`src/rtl/rstk_pkg.sv`:
```
package rstk_pkg;

  typedef enum logic [1:0] {
    OP_PUSH = 2'b00,
    OP_POP  = 2'b01,
    OP_CALL = 2'b10,
    OP_RET  = 2'b11
  } rstk_op_e;

  typedef enum logic [2:0] {
    ST_IDLE    = 3'd0,
    ST_WR_END  = 3'd1,
    ST_RD_END  = 3'd2,
    ST_CALL_HI = 3'd3,
    ST_RET_HI  = 3'd4,
    ST_RET_LO  = 3'd5
  } rstk_st_e;

  typedef enum logic [1:0] {
    AS_HOLD = 2'd0,
    AS_SP   = 2'd1,
    AS_INC  = 2'd2,
    AS_DEC  = 2'd3
  } rstk_asel_e;

  typedef enum logic [1:0] {
    WS_NONE  = 2'd0,
    WS_CMD   = 2'd1,
    WS_SAVED = 2'd2
  } rstk_wsel_e;

  typedef enum logic [1:0] {
    CP_NONE = 2'd0,
    CP_POP  = 2'd1,
    CP_HI   = 2'd2,
    CP_RET  = 2'd3
  } rstk_cap_e;

  typedef struct packed {
    logic       sp_inc;
    logic       sp_dec;
    rstk_asel_e asel;
    rstk_wsel_e wsel;
    rstk_cap_e  cap;
    logic       fin;
  } rstk_ctl_t;

endpackage

```
`src/rtl/rstk_sp.sv`:
```
module rstk_sp #(
  parameter int               SPW      = 8,
  parameter logic [SPW-1:0]   RESET_SP = 8'h07
) (
  input  logic           clk,
  input  logic           rst,
  input  logic           inc,
  input  logic           dec,
  output logic [SPW-1:0] sp,
  output logic [SPW-1:0] sp_up,
  output logic [SPW-1:0] sp_dn
);

  localparam logic [SPW-1:0] ONE = {{(SPW-1){1'b0}}, 1'b1};

  assign sp_up = sp + ONE;
  assign sp_dn = sp - ONE;

  always_ff @(posedge clk) begin
    if (rst)      sp <= RESET_SP;
    else if (inc) sp <= sp_up;
    else if (dec) sp <= sp_dn;
  end

  // pointer moves by at most one step per cycle, wrapping modulo 2^SPW
  a_r6_single_step: assert property (@(posedge clk) disable iff (rst)
    (sp == $past(sp)) || (sp == $past(sp) + ONE) || (sp == $past(sp) - ONE));

  // never asked to move both ways at once
  a_r6_no_conflict: assert property (@(posedge clk) disable iff (rst)
    !(inc && dec));

endmodule

```
`src/rtl/rstk_fsm.sv`:
```
module rstk_fsm
  import rstk_pkg::*;
(
  input  logic      clk,
  input  logic      rst,
  input  logic      cmd_valid,
  input  logic [1:0] cmd_op,
  output rstk_ctl_t ctl,
  output logic      busy
);

  rstk_st_e st, st_nx;

  always_ff @(posedge clk) begin
    if (rst) st <= ST_IDLE;
    else     st <= st_nx;
  end

  assign busy = (st != ST_IDLE);

  always_comb begin
    ctl   = '0;
    st_nx = st;
    unique case (st)
      ST_IDLE: begin
        if (cmd_valid) begin
          unique case (rstk_op_e'(cmd_op))
            OP_PUSH: begin
              ctl.sp_inc = 1'b1;
              ctl.asel   = AS_INC;
              ctl.wsel   = WS_CMD;
              st_nx      = ST_WR_END;
            end
            OP_POP: begin
              ctl.asel = AS_SP;
              st_nx    = ST_RD_END;
            end
            OP_CALL: begin
              ctl.sp_inc = 1'b1;
              ctl.asel   = AS_INC;
              ctl.wsel   = WS_CMD;
              st_nx      = ST_CALL_HI;
            end
            OP_RET: begin
              ctl.asel = AS_SP;
              st_nx    = ST_RET_HI;
            end
            default: st_nx = ST_IDLE;
          endcase
        end
      end
      ST_CALL_HI: begin
        ctl.sp_inc = 1'b1;
        ctl.asel   = AS_INC;
        ctl.wsel   = WS_SAVED;
        st_nx      = ST_WR_END;
      end
      ST_WR_END: begin
        ctl.fin = 1'b1;
        st_nx   = ST_IDLE;
      end
      ST_RD_END: begin
        ctl.cap    = CP_POP;
        ctl.sp_dec = 1'b1;
        ctl.fin    = 1'b1;
        st_nx      = ST_IDLE;
      end
      ST_RET_HI: begin
        ctl.cap    = CP_HI;
        ctl.sp_dec = 1'b1;
        ctl.asel   = AS_DEC;
        st_nx      = ST_RET_LO;
      end
      ST_RET_LO: begin
        ctl.cap    = CP_RET;
        ctl.sp_dec = 1'b1;
        ctl.fin    = 1'b1;
        st_nx      = ST_IDLE;
      end
      default: st_nx = ST_IDLE;
    endcase
  end

  // second half of a call always directly follows acceptance
  a_r4_call_hi_follows_idle: assert property (@(posedge clk) disable iff (rst)
    (st == ST_CALL_HI) |-> ($past(st) == ST_IDLE));

  // the low-byte read of a return always directly follows the high-byte read
  a_r5_ret_order: assert property (@(posedge clk) disable iff (rst)
    (st == ST_RET_LO) |-> ($past(st) == ST_RET_HI));

  // a busy state never jumps straight into a new command's states
  a_r8_no_restart: assert property (@(posedge clk) disable iff (rst)
    (busy && (st != ST_CALL_HI) && (st != ST_RET_HI)) |=> !busy);

endmodule

```
`src/rtl/rstk_dp.sv`:
```
module rstk_dp
  import rstk_pkg::*;
#(
  parameter int DW  = 8,
  parameter int SPW = 8
) (
  input  logic            clk,
  input  logic            rst,
  input  rstk_ctl_t       ctl,
  input  logic [SPW-1:0]  sp,
  input  logic [SPW-1:0]  sp_up,
  input  logic [SPW-1:0]  sp_dn,
  input  logic [2*DW-1:0] cmd_data,
  input  logic [DW-1:0]   ram_rdata,
  output logic [SPW-1:0]  ram_addr,
  output logic [DW-1:0]   ram_wdata,
  output logic            ram_we,
  output logic [DW-1:0]   pop_data,
  output logic [2*DW-1:0] ret_addr,
  output logic            done
);

  logic [DW-1:0] hi_saved;
  logic [DW-1:0] hi_read;

  always_ff @(posedge clk) begin
    if (rst) begin
      ram_addr  <= '0;
      ram_wdata <= '0;
      ram_we    <= 1'b0;
      hi_saved  <= '0;
      hi_read   <= '0;
      pop_data  <= '0;
      ret_addr  <= '0;
      done      <= 1'b0;
    end else begin
      done <= ctl.fin;

      unique case (ctl.asel)
        AS_SP:   ram_addr <= sp;
        AS_INC:  ram_addr <= sp_up;
        AS_DEC:  ram_addr <= sp_dn;
        default: ram_addr <= ram_addr;
      endcase

      unique case (ctl.wsel)
        WS_CMD: begin
          ram_wdata <= cmd_data[DW-1:0];
          hi_saved  <= cmd_data[2*DW-1:DW];
          ram_we    <= 1'b1;
        end
        WS_SAVED: begin
          ram_wdata <= hi_saved;
          ram_we    <= 1'b1;
        end
        default: ram_we <= 1'b0;
      endcase

      unique case (ctl.cap)
        CP_POP:  pop_data <= ram_rdata;
        CP_HI:   hi_read  <= ram_rdata;
        CP_RET:  ret_addr <= {hi_read, ram_rdata};
        default: ;
      endcase
    end
  end

endmodule

```
`src/rtl/rstk_seq.sv`:
```
module rstk_seq
  import rstk_pkg::*;
#(
  parameter int             DW       = 8,
  parameter int             SPW      = 8,
  parameter logic [SPW-1:0] RESET_SP = 8'h07
) (
  input  logic            clk,
  input  logic            rst,
  input  logic            cmd_valid,
  input  logic [1:0]      cmd_op,
  input  logic [2*DW-1:0] cmd_data,
  input  logic [DW-1:0]   ram_rdata,
  output logic [SPW-1:0]  ram_addr,
  output logic [DW-1:0]   ram_wdata,
  output logic            ram_we,
  output logic [SPW-1:0]  sp_o,
  output logic [DW-1:0]   pop_data_o,
  output logic [2*DW-1:0] ret_addr_o,
  output logic            busy,
  output logic            done
);

  rstk_ctl_t      ctl;
  logic [SPW-1:0] sp_up, sp_dn;

  rstk_fsm u_fsm (
    .clk       (clk),
    .rst       (rst),
    .cmd_valid (cmd_valid),
    .cmd_op    (cmd_op),
    .ctl       (ctl),
    .busy      (busy)
  );

  rstk_sp #(.SPW(SPW), .RESET_SP(RESET_SP)) u_sp (
    .clk   (clk),
    .rst   (rst),
    .inc   (ctl.sp_inc),
    .dec   (ctl.sp_dec),
    .sp    (sp_o),
    .sp_up (sp_up),
    .sp_dn (sp_dn)
  );

  rstk_dp #(.DW(DW), .SPW(SPW)) u_dp (
    .clk       (clk),
    .rst       (rst),
    .ctl       (ctl),
    .sp        (sp_o),
    .sp_up     (sp_up),
    .sp_dn     (sp_dn),
    .cmd_data  (cmd_data),
    .ram_rdata (ram_rdata),
    .ram_addr  (ram_addr),
    .ram_wdata (ram_wdata),
    .ram_we    (ram_we),
    .pop_data  (pop_data_o),
    .ret_addr  (ret_addr_o),
    .done      (done)
  );

  // every write lands at the already-advanced pointer
  a_r2_write_at_sp: assert property (@(posedge clk) disable iff (rst)
    ram_we |-> (ram_addr == sp_o));

  // back-to-back writes of a call use ascending addresses
  a_r4_call_ascending: assert property (@(posedge clk) disable iff (rst)
    (ram_we && $past(ram_we)) |-> (ram_addr == $past(ram_addr) + 1'b1));

  // completion is a single-cycle pulse that follows activity
  a_r7_done_pulse: assert property (@(posedge clk) disable iff (rst)
    done |=> !done);
  a_r7_done_after_busy: assert property (@(posedge clk) disable iff (rst)
    done |-> $past(busy));

  // writes only happen inside an operation
  a_r8_we_only_busy: assert property (@(posedge clk) disable iff (rst)
    ram_we |-> busy);

endmodule

```
`config.mk`:
```
export PLATFORM = sky130hd
export DESIGN_NAME = rstk_seq
export DESIGN_NICKNAME = d
export VERILOG_FILES = /design/src/rtl/rstk_pkg.sv /design/src/rtl/rstk_sp.sv /design/src/rtl/rstk_fsm.sv /design/src/rtl/rstk_dp.sv /design/src/rtl/rstk_seq.sv
export SDC_FILE = /design/constraint.sdc
export NUM_CORES = 1
export LEC_CHECK = 0
export BUFFER_PORTS_ARGS = -buffer_cell sky130_fd_sc_hd__buf_4
export CORE_ASPECT_RATIO = 0.6
export CORE_UTILIZATION = 48
export CTS_CLUSTER_SIZE = 28
export DETAILED_ROUTE_END_ITERATION = 8
export PLACE_DENSITY = 0.76
export REMOVE_ABC_BUFFERS = 1
export SLEW_MARGIN = 20
export SYNTH_ARGS = -nofsm -noshare
export SYNTH_HDL_FRONTEND = slang
export SYNTH_SLANG_ARGS = --single-unit
```
`constraint.sdc`:
```
create_clock -name clk -period 2.3 [get_ports clk]
set_input_delay 0.115 -clock clk [delete_from_list [all_inputs] [get_ports clk]]
set_output_delay 0.115 -clock clk [all_outputs]
set_load 0.05 [all_outputs]
```
==> results of run 1 <==
## registers in the layout (all words and copies together), names as in the netlist
| signal | cells |
|---|---|
| u_dp.ret_addr | 16 |
| u_dp.done | 1 |
| u_dp.hi_read | 8 |
| u_fsm.st | 3 |
| u_dp.pop_data | 8 |
| u_dp.ram_wdata | 8 |
| u_sp.sp | 8 |
| u_dp.ram_addr | 8 |
| u_dp.ram_we | 1 |
| u_dp.hi_saved | 8 |
## power breakdown
part           internal (W)  switching [W]
clock               0.00106       0.000524
combinational      0.000244       0.000444
sequential          0.00126      0.0000744
## path summary, 6_finish.rpt
| path | start | end | slack, ns | cells past startpoint |
|---|---|---|---|---|
| setup reg to reg | u_fsm.st[1] | u_dp.ram_addr[3] | 0.27 | 5 |
| hold / removal | cmd_data[12] | u_dp.hi_saved[4] | 0.03 | 3 |
| setup / recovery | u_fsm.st[1] | u_dp.ram_addr[3] | 0.27 | 5 |
| hold reg to reg | u_dp.hi_read[3] | u_dp.ret_addr[11] | 0.45 | 2 |
## layout by cell type (no fill, tap or decap), types with 3 or more instances in the layout
master     instances
o21ai_0           11
a21oi_1           45
nand2_1           57
nand2b_1           5
o21ai_1            4
nor2_1            59
buf_4             92
ha_1               8
and3_1             3
dfxtp_1           69
or4_1              4
inv_1             11
xnor2_1            3
mux2i_1           26
clkbuf_16          9
nor3_1            10
o211ai_1           5
a311oi_1           3
a211oi_1           5
bufinv_16          3
nand3_1            9
## routing by layer
metal | vias to the layer above | part of all wire (%) | GRT usage (%)
met3 | 19 | 6.8 | 6.108
met5 | - | 0 | 0
li1 | 1558 | - | -
met4 | 0 | 1.5 | 9.291
met2 | 101 | 44 | 40.74
met1 | 1481 | 48 | 35.54
## through the flow
step	std cells	setup slack, ns	instance area (sq um)	power, W
final	570	0.2690	4305	0.003603
after global routing	570	0.08322	4305	0.003714
after CTS	570	0.2243	4303	0.003594
after detailed placement	554	0.2489	3963	0.002028
after global placement	554	0.2875	3963	0.002013
after floorplan	378	0.06430	3167	0.001775
## cell type report
class	count	area [sq um]
flip-flops and latches	69	1381
multi-input cells	298	1747
clock inverters	6	111.4
well taps	84	105.1
clock buffers	10	229.0
inverters	11	41.29
fillers	523	2053
repair buffers	92	690.7
## critical path, stage by stage (launching register included)
cell,delay [ns]
dfxtp_1,0.43
or3b_1,0.53
o211ai_1,0.51
o211ai_1,0.17
a22oi_1,0.20
nor3_1,0.06
## kinds of logic (layout without fill, tap and decap cells)
group / Yosys count / in the layout / share of synthesized area, %
flip-flops: 69 / 69 / 42.07
multiplexers: 28 / 28 / 8.613
AO/OA/AOI/OAI: 88 / 88 / 16.43
adder cells (fa/ha/maj): 9 / 9 / 3.430
XOR/XNOR: 4 / 4 / 1.067
AND/OR/NAND/NOR: 169 / 169 / 23.59
buffers and inverters: 40 / 119 / 4.802
## what timing repair did
| item | in CTS | in global routing |
|---|---|---|
| resized for setup | 0 | 1 |
| hold buffers | 0 | 0 |
| setup endpoints to repair | 0 | 2 |
==> impl_metrics.env, run 1 <==
export IMPL_post_drt_wl_per_cell_microns=15.11
export IMPL_vias_per_cell=5.542
export IMPL_grt_usage_pct=26.21
export IMPL_worst_skew_pair_later_pin_latency_ns=0.33
export IMPL_synth_ff_type="dfxtp_1"
export IMPL_io_buffer_count=79
export IMPL_cts_buffers=9
export IMPL_drive_above_1_share_pct=23.87
export IMPL_timing_max_transition_violations_final=0
export IMPL_vias=3159
export IMPL_async_reset_ff_share_pct=0
export IMPL_post_synth_top_count_cell="dfxtp_1"
export IMPL_path_max_fanout=13
export IMPL_timing_max_slew_rel_slack_pct=57.25
export IMPL_static_leakage_power_nw=1.760
export IMPL_final_net_count=519
export IMPL_postCtsSetupBuffers=0
export IMPL_h_tree_depth=3
export IMPL_fmax_mhz=492.4
export IMPL_utilization_pct=67.71
export IMPL_clk_transition_reported_paths_ns=0.06
export IMPL_synth_lib_cells_used_distinct=53
export IMPL_min_delay_path_class="input port to flop"
export IMPL_hold_viol_final=0
export IMPL_drc=0
export IMPL_timing_clock_skew_ns=0.007570
export IMPL_critical_path_required_ns=2.51
export IMPL_finalSetupViolations=0
export IMPL_final_setup_tns_ns=0
export IMPL_ant_nets=0
export IMPL_measured_slew_at_the_worst_slew_check_pin_ns=0.6406
export IMPL_synth_cells_most_frequent="69 x dfxtp_1, 59 x nor2_1, 57 x nand2_1"
export IMPL_grt_pass1_wl_microns=14630
export IMPL_die_area_sq_um=7185
export IMPL_finalWeightedCongestion=0.9091
export IMPL_start_util_pct=51.63
export IMPL_num_rows=22
export IMPL_syn_mean_instance_area_sq_um=8.067
export IMPL_grt_setup_unrepaired="no"
export IMPL_cts_tree="yes"
export IMPL_min_period_ns=2.031
export IMPL_area_growth_pct=31.14
export IMPL_core_area_sq_um=6359
export IMPL_detailed_place_hpwl_microns=5948
export IMPL_dr_first_iter_drc_count=185
export IMPL_synth_largest_type_area_fraction_pct=42.07
export IMPL_run_status="finished, final reports clean"
export IMPL_netlist_top_cell_by_area="dfxtp_1"
export IMPL_critical_path_class="flop to flop"
export IMPL_drv_max_cap_violation_count=0
export IMPL_antenna_cells_inserted=0
export IMPL_part_of_the_yosys_area_used_for_sequential_elements_pct=42.07
export IMPL_die_x_microns=108.8
export IMPL_num_io_pins=80
export IMPL_grt_start_max_net_pins=54
export IMPL_worst_setup_path_start_kind="flop"
export IMPL_netlist_area_sq_um=3283
export IMPL_fp_dieH_microns=66.06
export IMPL_gr_total_overflow=0
export IMPL_synth_warn=0
export IMPL_antenna_found_initial=0
export IMPL_cts_sinks=69
export IMPL_power_density_nw_per_um2=837.0
export IMPL_finalHoldWorstSlack_ns=0.02673
export IMPL_number_of_enable_flip_flop_cells_after_synthesis=0
export IMPL_critPathArrivalTime_ns=2.24
export IMPL_drtPass1Iterations=5
export IMPL_clock_tree_buffer_depth=2
export IMPL_cts_root_buffer="clkbuf_16"
export IMPL_first_global_vias=3028
export IMPL_synth_area_top_cells="dfxtp_1 42%, mux2i_1 7.9%, a21oi_1 6.9%"
export IMPL_synthCells=407
export IMPL_critPathCaptureType="flop"
export IMPL_detail_route_wirelength_microns=8615
export IMPL_vdd_drop_max_v=0.0004829
export IMPL_min_period_over_period_pct=88.31
export IMPL_ys_seq_elements=69
Note: power is estimated with default switching activity, not from simulation.
==> inputs of run 2 (changes only) <==
PLACE_DENSITY = 0.75   (was 0.76)
SYNTH_HIERARCHICAL = 1   (was default)
==> run 2 against run 1 <==
Against the previous run: the run now ends with DRC left; sequential share of layout area is 0.46 points higher; clock power is 21% lower; setup slack worse by 0.024 ns; worst hold slack better by 0.0035 ns; maximum frequency is 1.2% lower; via count is 15% lower; power is 12% lower; cell area is 1.4% lower; die area is 4.0% higher; critical path type unchanged; critical endpoint is now u_dp/ram_wdata[6]; largest cell class unchanged; largest power group is now registers.
==> impl_metrics.env, run 2 <==
export IMPL_run_status="complete, but fails checks"
export IMPL_violations="DRC"
export IMPL_final_cell_area_sq_um=4244
export IMPL_antenna_found_initial=0
export IMPL_drc=8
export IMPL_timing_clock_skew_ns=0.002921
export IMPL_netlist_top_cell_by_area="dfxtp_1"
export IMPL_finalWeightedCongestion=0.8035
export IMPL_detailed_place_hpwl_microns=5271
export IMPL_detailed_place_area_sq_um=3971
export IMPL_io_buffer_count=79
export IMPL_post_synth_top_count_cell="dfxtp_1"
export IMPL_post_layout_nonfiller_instances=521
export IMPL_number_of_flip_flops_under_the_largest_register_name=16
export IMPL_drtPass1Iterations=6
export IMPL_worst_skew_pair_later_pin_latency_ns=0.32
export IMPL_fp_dieH_microns=67.37
export IMPL_h_tree_depth=3
export IMPL_min_delay_path_class="input port to flop"
export IMPL_part_of_the_yosys_area_used_for_sequential_elements_pct=40.41
export IMPL_vias=2670
export IMPL_measured_slew_at_the_worst_slew_check_pin_ns=0.5766
export IMPL_first_global_vias=2482
export IMPL_post_drt_wl_per_cell_microns=14.24
export IMPL_number_of_enable_flip_flop_cells_after_synthesis=0
export IMPL_synth_lib_cells_used_distinct=53
export IMPL_cts_tree="yes"
export IMPL_hold_path_cell_count=3
export IMPL_gr_total_overflow=0
export IMPL_synth_warn=6
export IMPL_async_reset_ff_share_pct=0
export IMPL_cts_buffers=9
export IMPL_timing_reg2reg_worst_path_depth=6
export IMPL_grt_pass1_wl_microns=11890
export IMPL_ant_nets=0
export IMPL_dr_first_iter_drc_count=111
export IMPL_cp_slowest_stage_delay_ns=0.57
export IMPL_vdd_drop_max_v=0.0004442
export IMPL_synth_cells_most_frequent="69 x dfxtp_1, 48 x mux2i_1, 37 x nand2_1"
export IMPL_drv_max_cap_violation_count=0
export IMPL_critical_path_required_ns=2.50
export IMPL_synthCells=361
export IMPL_max_flop_register="u_dp/ret_addr"
export IMPL_min_period_over_period_pct=89.35
export IMPL_grt_start_max_net_pins=38
export IMPL_cts_sinks=69
export IMPL_layout_common_cells="85 x buf_4, 69 x dfxtp_1, 48 x mux2i_1"
export IMPL_mostFrequentLayoutCell="buf_4"
export IMPL_synth_ff_type="dfxtp_1"
export IMPL_die_x_microns=110.9
export IMPL_area_growth_pct=24.16
export IMPL_hold_viol_final=0
export IMPL_critical_path_cell_chain="or3_4 > nor2_1 > inv_1 > ha_1 > o21ai_1 > nor2b_1"
export IMPL_start_util_pct=50.33
export IMPL_synth_area_top_cells="dfxtp_1 40%, mux2i_1 14%, nand2_1 4.1%"
export IMPL_synth_largest_type_area_fraction_pct=40.41
export IMPL_num_rows=23
export IMPL_critPathCaptureType="flop"
export IMPL_path_max_fanout=17
export IMPL_postCtsSetupBuffers=0
export IMPL_fmax_mhz=486.6
export IMPL_crit_path_top_delay_cell="ha_1"
export IMPL_critPathArrivalTime_ns=2.25
export IMPL_grt_usage_pct=20.65
export IMPL_ys_seq_elements=69
export IMPL_netlist_area_sq_um=3418
export IMPL_syn_mean_instance_area_sq_um=9.469
export IMPL_grt_setup_unrepaired="no"
export IMPL_final_net_count=467
export IMPL_static_leakage_power_nw=1.888
export IMPL_setup_ws_ns=0.2449
export IMPL_cts_resized=0
export IMPL_dp_cells=505
export IMPL_power_density_nw_per_um2=747.7
export IMPL_finalSetupViolations=0
export IMPL_detail_route_wirelength_microns=7418
export IMPL_timing_max_slew_rel_slack_pct=61.56
export IMPL_timing_max_transition_violations_final=0
export IMPL_num_io_pins=80
export IMPL_preCtsSetupSlack_ns=0.2639
export IMPL_cts_root_buffer="clkbuf_16"
export IMPL_vias_per_cell=5.125
export IMPL_min_period_ns=2.055
export IMPL_clk_transition_reported_paths_ns=0.05
export IMPL_utilization_pct=62.49
export IMPL_drive_above_1_share_pct=30.18
export IMPL_clock_tree_buffer_depth=2
export IMPL_core_area_sq_um=6792
export IMPL_hold_buffer_count_at_cts=0
export IMPL_critical_path_class="flop to flop"
export IMPL_antenna_cells_inserted=0
export IMPL_worst_setup_path_start_kind="flop"
export IMPL_die_area_sq_um=7474
## run 2: per-layer routing
| metal | share of wire [%] | up-vias | wire, microns | global-route usage, % |
|---|---|---|---|---|
| met5 | 0 | - | 0 | 0 |
| met4 | 1.1 | 0 | 80 | 8.219 |
| met3 | 5.1 | 8 | 379 | 6.194 |
| met2 | 45 | 59 | 3328 | 33.33 |
| met1 | 49 | 1255 | 3630 | 26.32 |
| li1 | - | 1348 | - | - |
## run 2: cell families after synthesis
kind of cell	synth area share [%]
muxes	14.82
AOI/OAI and AO/OA	10.25
DFF	40.41
and+or+nand+nor	19.80
buffers and inverters	7.577
xor gates and xnor gates	3.843
adders and majority gates	3.294
## run 2: final cells by class
| class | instances | area, sq um |
|---|---|---|
| timing repair buffer | 86 | 658.1 |
| fill | 593 | 2547 |
| clock inverter | 1 | 5.005 |
| clock buffer | 15 | 267.8 |
| multi-input combinational | 251 | 1778 |
| inverter | 12 | 45.04 |
| tap | 87 | 108.9 |
| sequential | 69 | 1381 |
## run 2: path summary, 6_finish.rpt
check	start	end	slack, ns
min	cmd_data[13]	u_dp/hi_saved[5]	0.03
max	u_fsm/st[1]	u_dp/ram_wdata[6]	0.24
min reg2reg	u_dp/ret_addr[4]	u_dp/ret_addr[4]	0.45
max reg2reg	u_fsm/st[1]	u_dp/ram_wdata[6]	0.24
## run 2: power breakdown
| part | internal, W | total (W) | switching [W] |
|---|---|---|---|
| Sequential | 0.00125 | 0.00132 | 0.0000675 |
| Clock | 0.000788 | 0.00125 | 0.000462 |
| Combinational | 0.000239 | 0.000602 | 0.000363 |
| Total | 0.00228 | 0.00317 | 0.000893 |
## run 2: stage by stage
step           hold WS [ns]  total power, W  setup TNS [ns]
2_1_floorplan        0.1774        0.001734          -2.035
3_3_place_gp         0.3480        0.001929               0
3_5_place_dp         0.3566        0.001946               0
4_1_cts             0.01757        0.003214               0
5_1_grt             0.03725        0.003322               0
6_report            0.03023        0.003173               0
## run 2: critical path: cells and delay by family, from the launching register on
| family | cells | cell delay (ns) |
|---|---|---|
| buffers and inverters | 1 | 0.06 |
| AO/OA/AOI/OAI | 1 | 0.15 |
| AND/OR/NAND/NOR | 3 | 0.76 |
| flip-flops | 1 | 0.39 |
| adder cells (fa/ha/maj) | 1 | 0.57 |
